==> config.mk <==
export PLATFORM = sky130hd
export DESIGN_NAME = irq_arbiter
export DESIGN_NICKNAME = d
export VERILOG_FILES = /design/src/rtl/irq_arbiter.sv
export SDC_FILE = /design/constraint.sdc
export NUM_CORES = 1
export LEC_CHECK = 0
export ABC_AREA = 1
export BUFFER_PORTS_ARGS = -buffer_cell sky130_fd_sc_hd__buf_2
export CAP_MARGIN = 10
export CORE_ASPECT_RATIO = 0.5
export CORE_MARGIN = 2
export CORE_UTILIZATION = 59
export CTS_BUF_LIST = sky130_fd_sc_hd__clkbuf_16
export DETAILED_ROUTE_END_ITERATION = 10
export GPL_ROUTABILITY_DRIVEN = 1
export HOLD_SLACK_MARGIN = 0.05
export PLACE_DENSITY = 0.87
export SLEW_MARGIN = 10
export SYNTH_ARGS = -nofsm -noshare
export SYNTH_HDL_FRONTEND = slang
export SYNTH_SLANG_ARGS = --single-unit
==> constraint.sdc <==
create_clock -name clk -period 13.9 [get_ports clk]
set_input_delay 2.78 -clock clk [delete_from_list [all_inputs] [get_ports clk]]
set_output_delay 2.78 -clock clk [all_outputs]
set_load 0.01 [all_outputs]
==> src/rtl/irq_arbiter.sv <==
`timescale 1ns/1ps
module irq_arbiter #(
  parameter int          NSRC     = 8,
  parameter int          LVL_W    = 3,
  parameter logic [7:0]  VEC_BASE = 8'h20,
  parameter int          VEC_STEP = 4,
  localparam int         IDX_W    = (NSRC > 1) ? $clog2(NSRC) : 1
) (
  input  logic              clk,
  input  logic              rst_n,
  input  logic [NSRC-1:0]   src_in,
  input  logic              nmi_in,
  input  logic              cfg_we,
  input  logic [IDX_W-1:0]  cfg_idx,
  input  logic [LVL_W-1:0]  cfg_level,
  input  logic [NSRC-1:0]   clr_mask,
  input  logic              ack,
  output logic [LVL_W-1:0]  req_level,
  output logic [7:0]        req_vec
);
  localparam logic [LVL_W-1:0] LVL_TOP = '1;

  logic [NSRC-1:0]  src_q, pend, rise, ack_clr;
  logic             nmi_q, nmi_pend, nmi_rise;
  logic [LVL_W-1:0] lvl [NSRC];
  logic [LVL_W-1:0] eff [NSRC];
  logic [LVL_W-1:0] best_lvl;
  logic [IDX_W-1:0] best_idx;

  assign rise     = src_in & ~src_q;
  assign nmi_rise = nmi_in & ~nmi_q;

  for (genvar i = 0; i < NSRC; i++) begin : g_src
    always_ff @(posedge clk) begin
      if (!rst_n)                                   lvl[i] <= '0;
      else if (cfg_we && cfg_idx == IDX_W'(i))      lvl[i] <= cfg_level;
    end
    assign eff[i] = (pend[i] && lvl[i] != '0 && lvl[i] != LVL_TOP) ? lvl[i] : '0;
  end

  always_comb begin
    best_lvl = '0;
    best_idx = '0;
    for (int i = NSRC - 1; i >= 0; i--) begin
      if (eff[i] != '0 && eff[i] >= best_lvl) begin
        best_lvl = eff[i];
        best_idx = IDX_W'(i);
      end
    end
  end

  assign ack_clr   = (ack && !nmi_pend && best_lvl != '0) ? (NSRC'(1) << best_idx) : '0;
  assign req_level = nmi_pend ? LVL_TOP : best_lvl;
  assign req_vec   = nmi_pend ? VEC_BASE
                              : VEC_BASE + 8'(VEC_STEP * (int'(best_idx) + 1));

  always_ff @(posedge clk) begin
    if (!rst_n) begin
      src_q    <= '0;
      nmi_q    <= 1'b0;
      pend     <= '0;
      nmi_pend <= 1'b0;
    end else begin
      src_q    <= src_in;
      nmi_q    <= nmi_in;
      pend     <= (pend & ~ack_clr & ~clr_mask) | rise;
      nmi_pend <= (nmi_pend & ~ack) | nmi_rise;
    end
  end
endmodule

Word-level counts from Yosys, hierarchy flattened
Memory sizes are Yosys's and may differ from the RTL's.
Cells that the tools add are included.
W data, S select, Z words.
- add/subtract/negate cells: 2
- $lt $le $gt $ge: 8
- eq/ne operators: 15
- shift-type cells: 1
- muxes and demuxes: 60
- bitwise operators: 20
- reductions and logical operators: 53
- operator list (cell ; number):
    $mux W3 ; 33
    $reduce_bool A3 Y1 ; 17
    $logic_and A1 B1 Y1 ; 34
    $mux W1 ; 25
    $and A8 B8 Y8 ; 3
    $ne A3 B3 Y1 const B ; 8
    $not A8 Y8 ; 3
    $ge A3 B3 Y1 ; 7
    $eq A3 B3 Y1 const B ; 4
    $or A1 B1 Y1 ; 9
    $mux W8 ; 1
    $or A8 B8 Y8 ; 1
    $shl A1 B3 Y8 const A ; 1
    $add A6 B6 Y7 const A ; 1
    $mux W7 ; 1
    $eq A3 B2 Y1 const B ; 2
    $add A3 B1 Y4 const B ; 1
    $eq A3 B1 Y1 const B ; 1
    $ge A3 B1 Y1 const B ; 1
    $logic_not A3 Y1 ; 1
    $and A1 B1 Y1 ; 2
    $not A1 Y1 ; 2
    $logic_not A1 Y1 ; 1
- bits in registers: 18
- RAM bits: 24
- input bits: 27
- logic and storage cells: 164
- memories kept: 1
- memory list (name ; words ; bits a word ; read ports ; clocked after Yosys merged registers in ; write ports ; RTL line ; RTL):
    lvl ; 8 ; 3 ; 8 ; 0 ; 8 ; 25 ; logic [LVL_W-1:0] lvl [NSRC];

Depth between registers and ports, before layout
Gate-level depths: netlist of run 1.
An unclocked memory read counts as a cell.
- depth in word-level cells: 36
- depth in mapped cells: 70
- gate-level depth less buffers: 70

Worst setup path after synthesis of run 1
No wires, ideal clock.
- path kind: flip-flop to output port
- start point: mem lvl[7][0], in the netlist lvl[1][9]
- end point: out req_vec[5]
- arrival: 8.450 ns
- required time: 11.120 ns
- path slack: 2.670 ns
- stages on the path, launching flop included: 63
- path buffers: 0
- path through: edfxtp_1 -> inv_1 -> nor3_1 -> nor3_1 -> inv_1 -> nor2_1 -> inv_1 -> ha_1 -> a21oi_1 -> nand3_1 -> nand2_4 -> nand2_1 -> and2_1 -> ha_1 -> nand2_1 -> o211ai_1 -> nand2_1 -> inv_2 -> (+27 left out) -> nand2_2 -> inv_1 -> ha_1 -> nand2_1 -> o211ai_1 -> nand2_2 -> inv_1 -> nand2_1 -> and2_1 -> ha_1 -> a21oi_1 -> o211ai_1 -> nand2_1 -> nand2_1 -> a221oi_1 -> nand2_1 -> nor4_1 -> inv_1
- RTL lines (element ; RTL line ; RTL):
    from (decl) ; 25 ;
    to (decl) ; 19 ; output logic [7:0] req_vec

==> out/metrics.cfg, run 1 <==
[clock_network]
clkLatencyLatePin_ps=280
htreeDepth=2
clockBufferDepth=2
ctsResizeCount=0
cts-root-buf=clkbuf_16
cts_buffers=5
holdBufCountCts=0
tritoncts=done
path_clk_slew_ps=60
clock-sinks=42
cts_setup_buffers=0

[critical_path]
cpLargestDelayFamily=simple AND/OR/NAND/NOR gates
worst_ep_arrival_time_ps=9690
worst_ep_required_time_ps=11120
cp_num_cells=63
cpMostUsedCell=nand2_1
cp-start-kind=flip-flop
slowest_delay_ps=480
critPathKind=flip-flop to primary output
ff2ff_path_depth=65
crit_buf_inv=11
end_kind=primary output
crit_fanout=9
cpMaxStageDelayCell=nor4_1

[layout]
drive_gt1_frac=0.174
final_cells=524
antenna_cells=0
fin_nets=504
multi_input_area_mm2=0.00170
fillers=396
regArea_mm2=0.00108
syn_to_final_growth_pct=12.9

[drt]
vias=2766
drc=0
ant_nets=0
wl_per_cell_um=12.7
wirelength_mm=6.64
drt_first_pass_iters=5
drt_iter0_drc=258
via_per_inst=5.28

[sta]
skew_ps=7.21
setup-violations-final=0
setup_tns_ps=0
fin_crit_ps=12470
rsz0062_at_grt=false
clock.fmax_ghz=0.0802
hold_violations=0
min_period_over_period=0.897
relSlewSlack=0.633
timing.hold.ws_ps=429
slew_violations=0
tightest_slew_ps=549

[global_route]
antenna_found_initial=0
grtUsageTotal=0.246
grt_max_degree=27
grt_pass1_vias=2470
grt_pass1_wl_mm=10.9
grt-ovfl-total=0

[die]
core_area_mm2=0.00495
num_rows=18
io_pins=38
initial_utilization=0.617
die_width_um=106
dieHeight_um=54.9
die_area_mm2=0.00581

[min_path]
hold_depth=1
min_path_type=flip-flop to flip-flop

[logic_synthesis]
synth_warnings=0
synth_seq_cells=42
synth_most_common_cell=nand2_1
synth_top_area_share=0.236
seq_area_frac_synth=0.354
ys.flop_type=edfxtp_1
synth_cell_types=39
syn_inst=416
synth_area_leaders=edfxtp_1, dfxtp_1, nand2_1
synth-edff-count=24
syn_area_mm2=0.00306
syn_area_per_cell_um2=7.35
async_flop_share=0
netlist_top_cells_count=nand2_1, inv_1, nor2_1, nand3_1
synth_area_leader_cell=edfxtp_1

[placement]
placed_cells=516
hpwl_mm=5.04
port_buffers=34
gp_congestion=0.886

[job]
drv_cap=0

[power_and_ir_drop]
power_density_mw_per_mm2=128
leakage_nw=1.74
peakVddDrop_mv=0.0965

[outcome]
status=completed

area by class of cell:
| type | count | share of cell area |
|---|---|---|
| Sequential cell | 42 | 0.313 |
| Tap cell | 70 | 0.0254 |
| Multi-Input combinational cell | 302 | 0.491 |
| Inverter | 68 | 0.0739 |
| Clock buffer | 5 | 0.0362 |
| Timing Repair Buffer | 34 | 0.0493 |
| Clock inverter | 3 | 0.0109 |
final timing paths:
kind / endpoint / start / slack (ps)
worst max-delay path: req_vec[5] / lvl[1][11] / 1430
worst min-delay path: nmi_pend / nmi_q / 430
worst max register to register: pend[7] / lvl[1][11] / 4540
worst min register to register: nmi_pend / nmi_q / 430
worst reg2reg max path, delay by kind of cell (launching register included):
family / cells / cell delay (ps)
flops: 1 / 430
fa+ha+maj: 8 / 2150
buf+inv: 10 / 870
mux: 1 / 370
compound gates: 10 / 1770
simple gates: 36 / 3680
kinds of logic (layout without fill, tap and decap cells):
group                      Yosys count  in the layout  synth area share
and+or+nand+nor                    245            245             0.385
DFF                                 42             42             0.354
buffers and inverters               74            110            0.0945
other                                1              3           0.00123
adders and majority gates           24             24            0.0982
AOI/OAI and AO/OA                   29             29            0.0634
muxes                                1              1           0.00368
routing by layer:
metal | part of all wire | vias up | GRT usage
met3 | 0.066 | 21 | 0.0433
met2 | 0.46 | 95 | 0.427
met1 | 0.45 | 1239 | 0.309
met4 | 0.021 | 0 | 0.132
li1 | - | 1411 | -
met5 | 0 | - | 0
stage by stage:
stage / worst slack, ps / cell area, µm² / utilization / power, mW
2_1_floorplan: 2670 / 3070 / - / 0.273
3_3_place_gp: 2050 / 3290 / 0.664 / 0.308
3_5_place_dp: 1910 / 3290 / 0.664 / 0.311
4_1_cts: 1520 / 3450 / 0.697 / 0.441
5_1_grt: 291 / 3450 / 0.697 / 0.472
6_report: 1430 / 3450 / 0.697 / 0.441
flip-flops by register name, summed over array words and instances, names as in the netlist:
name and count:
nmi_q 1, lvl 24, nmi_pend 1, src_q 8
pend 8
cell usage in the layout (no fill, tap or decap), types with 5 or more instances in the layout:
cell       synthesis  final
nand2_1           92     92
inv_1             66     67
nor2_1            54     54
nand3_1           39     39
buf_2              0     34
ha_1              24     24
edfxtp_1          24     24
dfxtp_1           18     18
nor3_1            13     13
nand2_2           11     11
or2_2              8      8
nand2_4            7      7
nor3b_1            7      7
a21oi_1            6      6
o21ai_0            5      5
clkbuf_16          0      5
where the power goes:
| group | total (mW) | internal, mW | leakage, nW | switching [mW] |
|---|---|---|---|---|
| clock | 0.127 | 0.0835 | 0.0853 | 0.0437 |
| sequential | 0.146 | 0.140 | 0.382 | 0.00574 |
| combinational | 0.169 | 0.0619 | 1.27 | 0.107 |
(Power assumes the default switching activity.)
==> run 2, diff against run 1 <==
- CORE_ASPECT_RATIO: 0.5 -> 1.25
==> run 2 against run 1 <==
Net effect:
- largest power group unchanged
- via count is 0.29% higher
- first-iteration DRC count is 33% lower
- final area is 0.36% lower
- clock power is 6% lower
==> out/metrics.cfg, run 2 (synthesis gave the netlist of run 1 again) <==
[placement]
gp_congestion=0.842
hpwl_mm=5.04
port_buffers=34

[sta]
hold_violations=0
tightest_slew_ps=565
rsz0062_at_grt=false
clock.fmax_ghz=0.0794
slew_violations=0
setup_tns_ps=0
setup-violations-final=0
min_period_over_period=0.906
relSlewSlack=0.622
skew_ps=5.92
fin_crit_ps=12590
timing.hold.ws_ps=427

[drt]
vias=2774
wirelength_mm=6.43
via_per_inst=5.38
drc=0
wl_per_cell_um=12.5
drt_first_pass_iters=6
ant_nets=0
drt_iter0_drc=173

[clock_network]
clockBufferDepth=2
htreeDepth=2
cts-root-buf=clkbuf_16
clkLatencyLatePin_ps=280
tritoncts=done
clock-sinks=42
ctsResizeCount=0
cts_setup_buffers=0
cts_buffers=5
holdBufCountCts=0
path_clk_slew_ps=60

[global_route]
grt_pass1_vias=2597
grt-ovfl-total=0
grtUsageTotal=0.246
antenna_found_initial=0
grt_max_degree=27
grt_pass1_wl_mm=11.0

[die]
die_width_um=68.4
dieHeight_um=84.5
initial_utilization=0.606
io_pins=38
core_area_mm2=0.00504
num_rows=29
die_area_mm2=0.00578

[layout]
antenna_cells=0
fillers=414
fin_nets=504
reg_top3=lvl: 24 flops, pend: 8 flops, src_q: 8 flops
drive_gt1_frac=0.176
final_common_cell=nand2_1
syn_to_final_growth_pct=12.5
mostFrequentLayoutCells=nand2_1, inv_1, nor2_1
regMostFlops=lvl
largest_reg_flops=24

[critical_path]
worst_ep_arrival_time_ps=9810
startpoint=lvl[1][11]
r2r_start=lvl[1][11]
end_kind=primary output
cp-start-kind=flip-flop
cpMaxStageDelayCell=edfxtp_1
worst_ep_required_time_ps=11120
critPathKind=flip-flop to primary output
slowest_delay_ps=400
crit_fanout=9

[min_path]
min_from=nmi_q
min_path_type=flip-flop to flip-flop

[power_and_ir_drop]
p_total_mw=0.431
power_density_mw_per_mm2=125
leakage_nw=1.73
peakVddDrop_mv=0.0996

[outcome]
status=completed

[job]
drv_cap=0

run 2: worst paths after layout:
kind,to,slack (ps),cells past startpoint
worst max-delay path,req_vec[4],1310,63
worst min-delay path,nmi_pend,430,1
worst max register to register,pend[7],4340,63
worst min register to register,nmi_pend,430,1
run 2: worst max-delay path: cells and delay by family, from the launching register on:
family | cells | cell delay (ps)
AOI/OAI and AO/OA | 12 | 2070
adders and majority gates | 8 | 2260
muxes | 1 | 370
and+or+nand+nor | 31 | 3470
buffers and inverters | 11 | 970
DFF | 1 | 400
run 2: final cells by class:
cell class	count	area, µm²	area share
Sequential cell	42	1080	0.314
Clock buffer	6	150	0.0437
Clock inverter	2	10.0	0.00291
Multi-Input combinational cell	302	1700	0.493
Timing Repair Buffer	34	170	0.0495
Tap cell	62	77.6	0.0226
Inverter	68	255	0.0742
run 2: stage by stage:
stage | cells | util | setup slack (ps) | cell area (µm²)
finish | 516 | 0.682 | 1310 | 3440
global route | 516 | 0.682 | 242 | 3440
CTS | 516 | 0.682 | 1440 | 3440
detailed placement | 508 | 0.650 | 1770 | 3280
global placement | 508 | 0.650 | 2100 | 3280
floorplan | 418 | - | 2670 | 3070
run 2: power breakdown:
group | switching, mW | internal [mW]
Combinational | 0.104 | 0.0618
Clock | 0.0430 | 0.0766
Sequential | 0.00526 | 0.140
run 2: routing by layer:
layer  up-vias  GRT usage  part of all wire
li1       1407          -                 -
met1      1280      0.285              0.39
met2        70      0.441              0.54
met3        17     0.0349             0.037
met4         0     0.0927             0.026
met5         -          0                 0
==> run 3, diff against run 2 <==
- CORE_UTILIZATION: 59 -> 60
- PLACE_DENSITY: 0.87 -> 0.88
- clock period: 13.9 -> 14.87 ns (I/O delays scaled with it)
==> run 3 against run 2 <==
Net effect:
- via count up 0.18%
- sequential share of layout area rose by 0.14 points
- clock power shrank 11%
- power decreased by 7.7%
- cell count unchanged
- sequential cell count unchanged
==> out/metrics.cfg, run 3 (synthesis gave the netlist of run 1 again) <==
[outcome]
status=completed

[global_route]
antenna_found_initial=0
grt_pass1_vias=2606
grt-ovfl-total=0
grt_pass1_wl_mm=10.9
grtUsageTotal=0.253
grt_max_degree=27

[layout]
antenna_cells=0
largest_reg_flops=24
fin_nets=504
drive_gt1_frac=0.176
mostFrequentLayoutCells=nand2_1, inv_1, nor2_1
reg_top3=lvl: 24 flops, pend: 8 flops, src_q: 8 flops
syn_to_final_growth_pct=12.0
regArea_mm2=0.00108
regMostFlops=lvl
fillers=399
final_cell_area_mm2=0.00342
final_common_cell=nand2_1
multi_input_area_mm2=0.00170

[sta]
min_period_over_period=0.857
setup_tns_ps=0
skew_ps=5.12
hold_violations=0
setup-violations-final=0
fin_crit_ps=12740
slew_violations=0
rsz0062_at_grt=false
tightest_slew_ps=550
relSlewSlack=0.632
clock.fmax_ghz=0.0785

[drt]
wirelength_mm=6.55
vias=2779
drt_iter0_drc=172
via_per_inst=5.39
drc=0
wl_per_cell_um=12.7
drt_first_pass_iters=5
ant_nets=0

[clock_network]
cts-root-buf=clkbuf_16
path_clk_slew_ps=60
cts_buffers=5
clock-sinks=42
htreeDepth=2
ctsResizeCount=0
tritoncts=done
cts_setup_buffers=0
clockBufferDepth=2
holdBufCountCts=0
clkLatencyLatePin_ps=290

[critical_path]
regToRegEndpoint=pend[7]
slowest_delay_ps=410
cpMaxStageDelayCell=edfxtp_1
worst_ep_required_time_ps=11900
startpoint=lvl[1][9]
critPathKind=flip-flop to primary output
crit_path_end=req_vec[4]
cp-start-kind=flip-flop
crit_fanout=9
cpMostUsedCell=inv_1
ff2ff_path_depth=64
worst_ep_arrival_time_ps=9770
reg2reg_slack_ps=5370
end_kind=primary output
r2r_start=lvl[1][9]

[die]
dieHeight_um=83.8
num_rows=29
die_area_mm2=0.00569
initial_utilization=0.611
io_pins=38
die_width_um=67.9
core_area_mm2=0.00501

[job]
drv_cap=0

[power_and_ir_drop]
leakage_nw=1.73
p_sw_frac=0.369
power_density_mw_per_mm2=116
power_switching_mw=0.147
p_int_mw=0.251
p_seq_frac=0.342
power_frac_clock=0.268
peakVddDrop_mv=0.105
p_comb_frac=0.390

[placement]
dpl_cell_area_mm2=0.00328
port_buffers=34
hpwl_mm=5.17
gp_congestion=0.891

[min_path]
min_path_type=flip-flop to flip-flop

-- run 3: cell type report --
cell class,instances,share of cell area
repair buffers,34,0.0497
clock inverters,3,0.00585
well taps,62,0.0227
clock buffers,5,0.0365
multi-input cells,302,0.495
inverters,68,0.0745
flip-flops and latches,42,0.316
-- run 3: worst min path at each step --
stage | start | endpoint | slack [ps] | cells past startpoint
6_report | src_q[5] | pend[5] | 470 | 2
5_1_grt | src_q[6] | pend[6] | 490 | 2
3_5_place_dp | nmi_q | nmi_pend | 440 | 1
2_1_floorplan | nmi_q | nmi_pend | 400 | 1
3_3_place_gp | nmi_q | nmi_pend | 410 | 1
4_1_cts | src_q[5] | pend[5] | 480 | 2
-- run 3: metrics by stage --
step / power [mW] / utilization / setup WS [ps] / hold slack (ps) / cells
2_1_floorplan: 0.255 / - / 3450 / 404 / 418
3_3_place_gp: 0.284 / 0.655 / 2960 / 412 / 508
3_5_place_dp: 0.291 / 0.655 / 2530 / 437 / 508
4_1_cts: 0.396 / 0.684 / 2190 / 475 / 516
5_1_grt: 0.422 / 0.684 / 1180 / 488 / 516
6_report: 0.397 / 0.684 / 2130 / 472 / 516
-- run 3: worst max-delay path: cells and delay by family (launching register included) --
| family | cells | cell delay [ps] |
|---|---|---|
| buf+inv | 12 | 1010 |
| fa+ha+maj | 8 | 2270 |
| simple gates | 31 | 3270 |
| flops | 1 | 410 |
| compound gates | 12 | 2110 |
| mux | 1 | 380 |
-- run 3: routing by layer --
metal  GRT usage  vias to the layer above  share of wire
li1            -                     1408              -
met1       0.284                     1264           0.39
met2       0.455                       89           0.53
met3      0.0432                       18          0.050
met4       0.104                        0          0.031
met5           0                        -              0
-- run 3: power groups by stage --
stage | clock (mW) | combinational, mW | sequential [mW]
floorplan | 0 | 0.119 | 0.136
global placement | 0 | 0.147 | 0.138
detailed placement | 0 | 0.153 | 0.138
CTS | 0.106 | 0.154 | 0.136
global route | 0.111 | 0.175 | 0.137
finish | 0.107 | 0.155 | 0.136
